`config.mk`:
```
export PLATFORM = sky130hd
export DESIGN_NAME = ie_regbank
export DESIGN_NICKNAME = d
export VERILOG_FILES = /design/src/rtl/ie_regbank_pkg.sv /design/src/rtl/ie_enable_bank.sv /design/src/rtl/ie_prio_bank.sv /design/src/rtl/ie_ctrl_reg.sv /design/src/rtl/ie_regbank.sv
export SDC_FILE = /design/constraint.sdc
export NUM_CORES = 1
export LEC_CHECK = 0
export CAP_MARGIN = 10
export CORE_AREA = 8 8 249 251
export CTS_BUF_LIST = sky130_fd_sc_hd__clkbuf_4 sky130_fd_sc_hd__clkbuf_8
export DETAILED_ROUTE_END_ITERATION = 10
export DIE_AREA = 0 0 257 259
export PLACE_DENSITY = 0.67
export SLEW_MARGIN = 10
export SYNTH_ARGS = -nofsm -noshare
export SYNTH_HDL_FRONTEND = slang
export SYNTH_SLANG_ARGS = --single-unit
export TNS_END_PERCENT = 100
```
`constraint.sdc`:
```
create_clock -name clk -period 3.2 [get_ports clk]
set_input_delay 0.64 -clock clk [delete_from_list [all_inputs] [get_ports clk]]
set_output_delay 0.64 -clock clk [all_outputs]
set_load 0.1 [all_outputs]
```
`src/rtl/ie_regbank_pkg.sv`:
```
// Package: shared constants of the interrupt enable/priority register bank.
// Assumes an 8-bit word address and a 32-bit data bus.
package ie_regbank_pkg;
    localparam int ADDR_W      = 8;
    localparam int DATA_W      = 32;
    localparam int EN_IDX_W    = 3;     // up to 8 enable words
    localparam int PRIO_IDX_W  = 6;     // up to 64 priority words
    localparam int MAX_LINES   = 256;

    // Region selectors taken from addr[7:6]
    localparam logic [1:0] REG_EN   = 2'b00;
    localparam logic [1:0] REG_PRIO = 2'b01;
    localparam logic [1:0] REG_CTRL = 2'b10;

    localparam logic [ADDR_W-1:0] CTRL_ADDR = 8'h80;
    localparam logic [15:0]       WR_KEY    = 16'h05FA;
    localparam logic [15:0]       RD_KEY    = 16'hFA05;
endpackage

```
`src/rtl/ie_enable_bank.sv`:
```
// Module: set-only enable bits, 32 lines per word.
// Assumes NUM_LINES <= 256. Bits for lines that do not exist hold no storage.
module ie_enable_bank
    import ie_regbank_pkg::*;
#(
    parameter int NUM_LINES = 64
) (
    input  logic                 clk,
    input  logic                 rst_n,
    input  logic                 wr_sel,
    input  logic [EN_IDX_W-1:0]  wr_idx,
    input  logic [DATA_W-1:0]    wr_data,
    input  logic [EN_IDX_W-1:0]  rd_idx,
    output logic [DATA_W-1:0]    rd_word,
    output logic [NUM_LINES-1:0] line_en
);
    // Set each addressed line whose data bit is 1; zeros are ignored.
    always_ff @(posedge clk) begin
        if (!rst_n) begin
            line_en <= '0;
        end else if (wr_sel) begin
            for (int i = 0; i < NUM_LINES; i++) begin
                if ((EN_IDX_W'(i / 32) == wr_idx) && wr_data[i % 32]) begin
                    line_en[i] <= 1'b1;
                end
            end
        end
    end

    // Gather the enable bits of the word being read.
    always_comb begin
        rd_word = '0;
        for (int i = 0; i < NUM_LINES; i++) begin
            if (EN_IDX_W'(i / 32) == rd_idx) begin
                rd_word[i % 32] = line_en[i];
            end
        end
    end
endmodule

```
`src/rtl/ie_prio_bank.sv`:
```
// Module: per-line priority bytes storing only the top PRIO_BITS bits.
// Assumes 1 <= PRIO_BITS <= 8 and NUM_LINES <= 256. Four lines share a word.
module ie_prio_bank
    import ie_regbank_pkg::*;
#(
    parameter int NUM_LINES = 64,
    parameter int PRIO_BITS = 4
) (
    input  logic                   clk,
    input  logic                   rst_n,
    input  logic                   wr_sel,
    input  logic [PRIO_IDX_W-1:0]  wr_idx,
    input  logic [DATA_W-1:0]      wr_data,
    input  logic [PRIO_IDX_W-1:0]  rd_idx,
    output logic [DATA_W-1:0]      rd_word,
    output logic [8*NUM_LINES-1:0] line_prio
);
    localparam int LOW_ZERO = 8 - PRIO_BITS;

    logic [PRIO_BITS-1:0] prio_q [NUM_LINES];

    for (genvar g = 0; g < NUM_LINES; g++) begin : g_line
        // Capture the upper bits of this line's byte on a write to its word.
        always_ff @(posedge clk) begin
            if (!rst_n) begin
                prio_q[g] <= '0;
            end else if (wr_sel && (wr_idx == PRIO_IDX_W'(g / 4))) begin
                prio_q[g] <= wr_data[(g % 4) * 8 + 7 -: PRIO_BITS];
            end
        end

        // Present the byte with its unimplemented low bits at zero.
        assign line_prio[g*8 +: 8] = 8'(prio_q[g]) << LOW_ZERO;
    end

    // Gather the four bytes of the word being read.
    always_comb begin
        rd_word = '0;
        for (int i = 0; i < NUM_LINES; i++) begin
            if (PRIO_IDX_W'(i / 4) == rd_idx) begin
                rd_word[(i % 4) * 8 +: 8] = line_prio[i*8 +: 8];
            end
        end
    end
endmodule

```
`src/rtl/ie_ctrl_reg.sv`:
```
// Module: keyed control word holding the 3-bit priority-group field.
// Assumes the caller asserts wr_sel only for the control address.
module ie_ctrl_reg
    import ie_regbank_pkg::*;
(
    input  logic              clk,
    input  logic              rst_n,
    input  logic              wr_sel,
    input  logic [DATA_W-1:0] wr_data,
    output logic [DATA_W-1:0] rd_word,
    output logic [2:0]        prio_group
);
    logic key_ok;

    // Accept a write only when the key half matches.
    assign key_ok = (wr_data[31:16] == WR_KEY);

    // Update the group field on a keyed write.
    always_ff @(posedge clk) begin
        if (!rst_n) begin
            prio_group <= '0;
        end else if (wr_sel && key_ok) begin
            prio_group <= wr_data[10:8];
        end
    end

    // Read image: fixed key constant on top, group field in [10:8].
    assign rd_word = {RD_KEY, 5'b0, prio_group, 8'b0};
endmodule

```
`src/rtl/ie_regbank.sv`:
```
// Module: top of the interrupt enable/priority register bank.
// Decodes the word address into the enable, priority and control regions,
// and registers the read data. Assumes NUM_LINES <= 256 and 1 <= PRIO_BITS <= 8.
module ie_regbank
    import ie_regbank_pkg::*;
#(
    parameter int NUM_LINES = 64,
    parameter int PRIO_BITS = 4
) (
    input  logic                   clk,
    input  logic                   rst_n,
    input  logic [ADDR_W-1:0]      addr,
    input  logic                   wr_en,
    input  logic [DATA_W-1:0]      wr_data,
    output logic [DATA_W-1:0]      rd_data,
    output logic [NUM_LINES-1:0]   line_en,
    output logic [8*NUM_LINES-1:0] line_prio,
    output logic [2:0]             prio_group
);
    logic hit_en, hit_prio, hit_ctrl;
    logic [DATA_W-1:0] en_word, prio_word, ctrl_word;
    logic [DATA_W-1:0] rd_next;

    // Region decode from the upper address bits.
    assign hit_en   = (addr[7:6] == REG_EN) && (addr[5:3] == 3'b000);
    assign hit_prio = (addr[7:6] == REG_PRIO);
    assign hit_ctrl = (addr == CTRL_ADDR);

    ie_enable_bank #(.NUM_LINES(NUM_LINES)) u_en (
        .clk     (clk),
        .rst_n   (rst_n),
        .wr_sel  (wr_en && hit_en),
        .wr_idx  (addr[EN_IDX_W-1:0]),
        .wr_data (wr_data),
        .rd_idx  (addr[EN_IDX_W-1:0]),
        .rd_word (en_word),
        .line_en (line_en)
    );

    ie_prio_bank #(.NUM_LINES(NUM_LINES), .PRIO_BITS(PRIO_BITS)) u_prio (
        .clk       (clk),
        .rst_n     (rst_n),
        .wr_sel    (wr_en && hit_prio),
        .wr_idx    (addr[PRIO_IDX_W-1:0]),
        .wr_data   (wr_data),
        .rd_idx    (addr[PRIO_IDX_W-1:0]),
        .rd_word   (prio_word),
        .line_prio (line_prio)
    );

    ie_ctrl_reg u_ctrl (
        .clk        (clk),
        .rst_n      (rst_n),
        .wr_sel     (wr_en && hit_ctrl),
        .wr_data    (wr_data),
        .rd_word    (ctrl_word),
        .prio_group (prio_group)
    );

    // Select the addressed region's word; unmapped addresses give zero.
    always_comb begin
        if (hit_en)        rd_next = en_word;
        else if (hit_prio) rd_next = prio_word;
        else if (hit_ctrl) rd_next = ctrl_word;
        else               rd_next = '0;
    end

    // Register the read word (pre-write state of this cycle).
    always_ff @(posedge clk) begin
        if (!rst_n) rd_data <= '0;
        else        rd_data <= rd_next;
    end
endmodule

```
==> impl_metrics.py <==
metrics = {
    "placement": {
        "dpl.cell_count": 2807,
        "port_buffers": 397,
        "place_worst_setup_slack_ps": -295,
        "placed_area_sq_um": 21500,
        "dp.final_hpwl_microns": 61000,
        "gp_congestion": 0.948,
    },
    "critical_path": {
        "critical_path_class": "in2reg",
        "regToRegStartpoint": "u_prio.prio_q[7][2]",
        "end_kind": "flip-flop",
        "path_max_fanout": 10,
        "worst-endpoint-required_ps": 3630,
        "timing.critical_path.from_type": "input port",
        "cp.arrival_ps": 3300,
        "timing.reg2reg.worst_path_depth": 6,
        "setup.reg_to_reg.worst_slack_ps": 1100,
        "r2r-end": "rd_data[30]",
    },
    "layout": {
        "final_layout_size_suffix_gt1_share_pct": 29.1,
        "final_core_util_pct": 38.9,
        "layout_commonest_cell": "buf_4",
        "layout-area-overhead-vs-synth_pct": 26.8,
        "fin_area_sq_um": 22600,
        "finalNonFillerCells": 2910,
        "layout_common_cells": "buf_4 (463), and2_1 (257), conb_1 (256), edfxtp_1 (256), nor2_1 (125)",
        "num-nets-final": 2134,
    },
    "synth": {
        "synth-compound-area-share_pct": 10.9,
        "synth_async_reset_ratio_pct": 0,
        "synthesis.area_per_instance_sq_um": 10.9,
        "dominantRegCellSynth": "edfxtp_1",
        "yosysSeqAreaShare_pct": 54.1,
        "multiplexer_share_of_the_synthesized_area_pct": 4.41,
        "ys_seq_elements": 355,
        "simple_gate_area_share_of_the_yosys_netlist_pct": 16.5,
        "yosysTopAreaCellShare_pct": 43.0,
        "netlist_area_sq_um": 17900,
        "netlist_top_cells_area": "edfxtp_1 (43%), buf_4 (11%), dfxtp_1 (11%), and2_1 (9.0%), nor2_1 (2.6%)",
        "ys_warn_count": 0,
        "synth_enable_flop_cells": 256,
        "synth_top_family_by_area": "simple AND/OR/NAND/NOR gates",
        "synth_adder_area_share_pct": 0,
        "cell_taking_the_most_area_after_synthesis": "edfxtp_1",
        "post_synth_xor_area_fraction_pct": 0,
        "post_synth_inst_count": 1638,
        "synth.distinct_cells": 73,
    },
    "route": {
        "detailroute.via_count": 14600,
        "wire_per_inst_microns": 26.9,
        "via_per_inst": 5.02,
        "drt_pass1_iterations": 6,
        "route.antenna.remaining_nets": 0,
        "drc_errors": 0,
        "first_iter_violations": 1494,
        "route.final.wire_length_microns": 78300,
    },
    "clock_network": {
        "clk_root_buffer_cell": "clkbuf_8",
        "cts.path.max_buffers": 3,
        "cts_buffers": 55,
        "tritoncts_num_sinks": 355,
        "cts-resized-gates": 0,
        "htree_num_levels": 2,
        "cts-hold-fix-buffers": 0,
        "clk_pin_slew_worst_paths_ps": 60,
        "postCtsSetupBuffers": 0,
        "cts_tree": "yes",
        "clock_latency_ps": 630,
    },
    "sta": {
        "max_clock_freq_ghz": 0.349,
        "tightest_slew_ps": 1020,
        "final.period_utilization_pct": 89.6,
        "finalSetupViolCount": 0,
        "slew_viol_final": 0,
        "max-slew-margin-rel_pct": 30.4,
        "layout_min_cycle_time_ps": 2870,
        "fin_setup_tns_ps": 0,
        "worst_clock_skew_ps": 38.5,
        "finalWorstSetupSlack_ps": 333,
        "hold-worst-slack_ps": 502,
        "finalHoldViolCount": 0,
        "rsz0062_at_grt": "no",
    },
    "global_routing": {
        "grt_overflow_total": 0,
        "first_global_vias": 14200,
        "grt_start_max_net_pins": 68,
        "antenna_found_initial": 7,
        "grtUsageTotal_pct": 21.9,
        "grt_pass1_wl_microns": 108000,
    },
    "pwr": {
        "vdd_drop_max_mv": 0.498,
        "static_leakage_power_nw": 9.23,
        "power_density_nw_per_um2": 575,
        "power_mw": 13.0,
    },
    "floorplan": {
        "floorplan.rows": 89,
        "die_y_microns": 259,
        "die_area_sq_um": 66600,
        "die_w_microns": 257,
        "effective_utilization_at_floorplan_pct": 30.7,
        "area_of_the_placeable_core_sq_um": 58200,
        "ios": 654,
    },
    "hold_path": {
        "worst_hold_path_endpoint": "u_en.line_en[4]",
        "origin_of_the_worst_min_delay_path": "u_en.line_en[4]",
        "worst_hold_path_type": "reg2reg",
        "hold_depth": 2,
    },
    "run": {
        "max_cap_viol_count": 0,
    },
    "run_status": {
        "outcome": "finished clean",
    },
}
[cells by family (layout without fill, tap and decap cells)]
| family | count (synthesis) | after routing |
|---|---|---|
| AO/OA/AOI/OAI | 307 | 307 |
| buffers and inverters | 386 | 628 |
| flip-flops | 355 | 355 |
| multiplexers | 62 | 62 |
| other | 1 | 258 |
| AND/OR/NAND/NOR | 527 | 527 |
[synth_stat cells (34+ instances only)]
library cell and instances:
buf_4 264, and2_1 257, edfxtp_1 256, nor2_1 125
dfxtp_1 99, a21oi_1 92, clkbuf_1 73, o21ai_0 67
nand2_1 42, a22oi_1 37, mux2i_1 36, buf_2 34
[report_power, final]
group	internal, mW	switching (mW)	total [mW]
Sequential	5.10	0.181	5.28
Combinational	0.479	3.24	3.72
Clock	2.16	1.85	4.01
Total	7.74	5.28	13.0
[registers in the layout, indices dropped and copies added (netlist names)]
| signal | cells |
|---|---|
| rd_data | 32 |
| u_ctrl.prio_group | 3 |
| u_en.line_en | 64 |
| u_prio.prio_q | 256 |
[metal layers]
layer	up-vias	routed length, microns	track usage [%]
met5	-	55	0
met4	10	3550	8.97
met3	180	8590	6.61
met2	1020	37200	36.5
met1	7229	28800	26.1
li1	6181	-	-
[cell type report]
type / instances / area [sq um]
diodes: 2 / 5.00
repair buffers: 516 / 4130
well taps: 773 / 967
inverters: 11 / 41.3
fillers: 5712 / 35600
flip-flops and latches: 355 / 9670
clock inverters: 22 / 186
clock buffers: 79 / 950
multi-input cells: 1152 / 6700
[how the worst max path moves through the flow]
| stage | slack [ps] | startpoint | end |
|---|---|---|---|
| 6_report | 330 | addr[5] | rd_data[23] |
| 5_1_grt | 330 | rst_n | rd_data[30] |
| 4_1_cts | 330 | rst_n | rd_data[30] |
| 3_5_place_dp | -290 | rst_n | rd_data[30] |
| 3_3_place_gp | -290 | addr[5] | rd_data[23] |
| 2_1_floorplan | -40 | addr[4] | u_prio.prio_q[12][0] |
[worst max-delay path, cell delays in order]
cell and delay, ps:
clkdlybuf4s50_1 550, buf_4 230, or4b_1 780, a211oi_1 300, a311o_1 140, o21ai_0 160
o21ai_0 500
(Power assumes the default switching activity.)
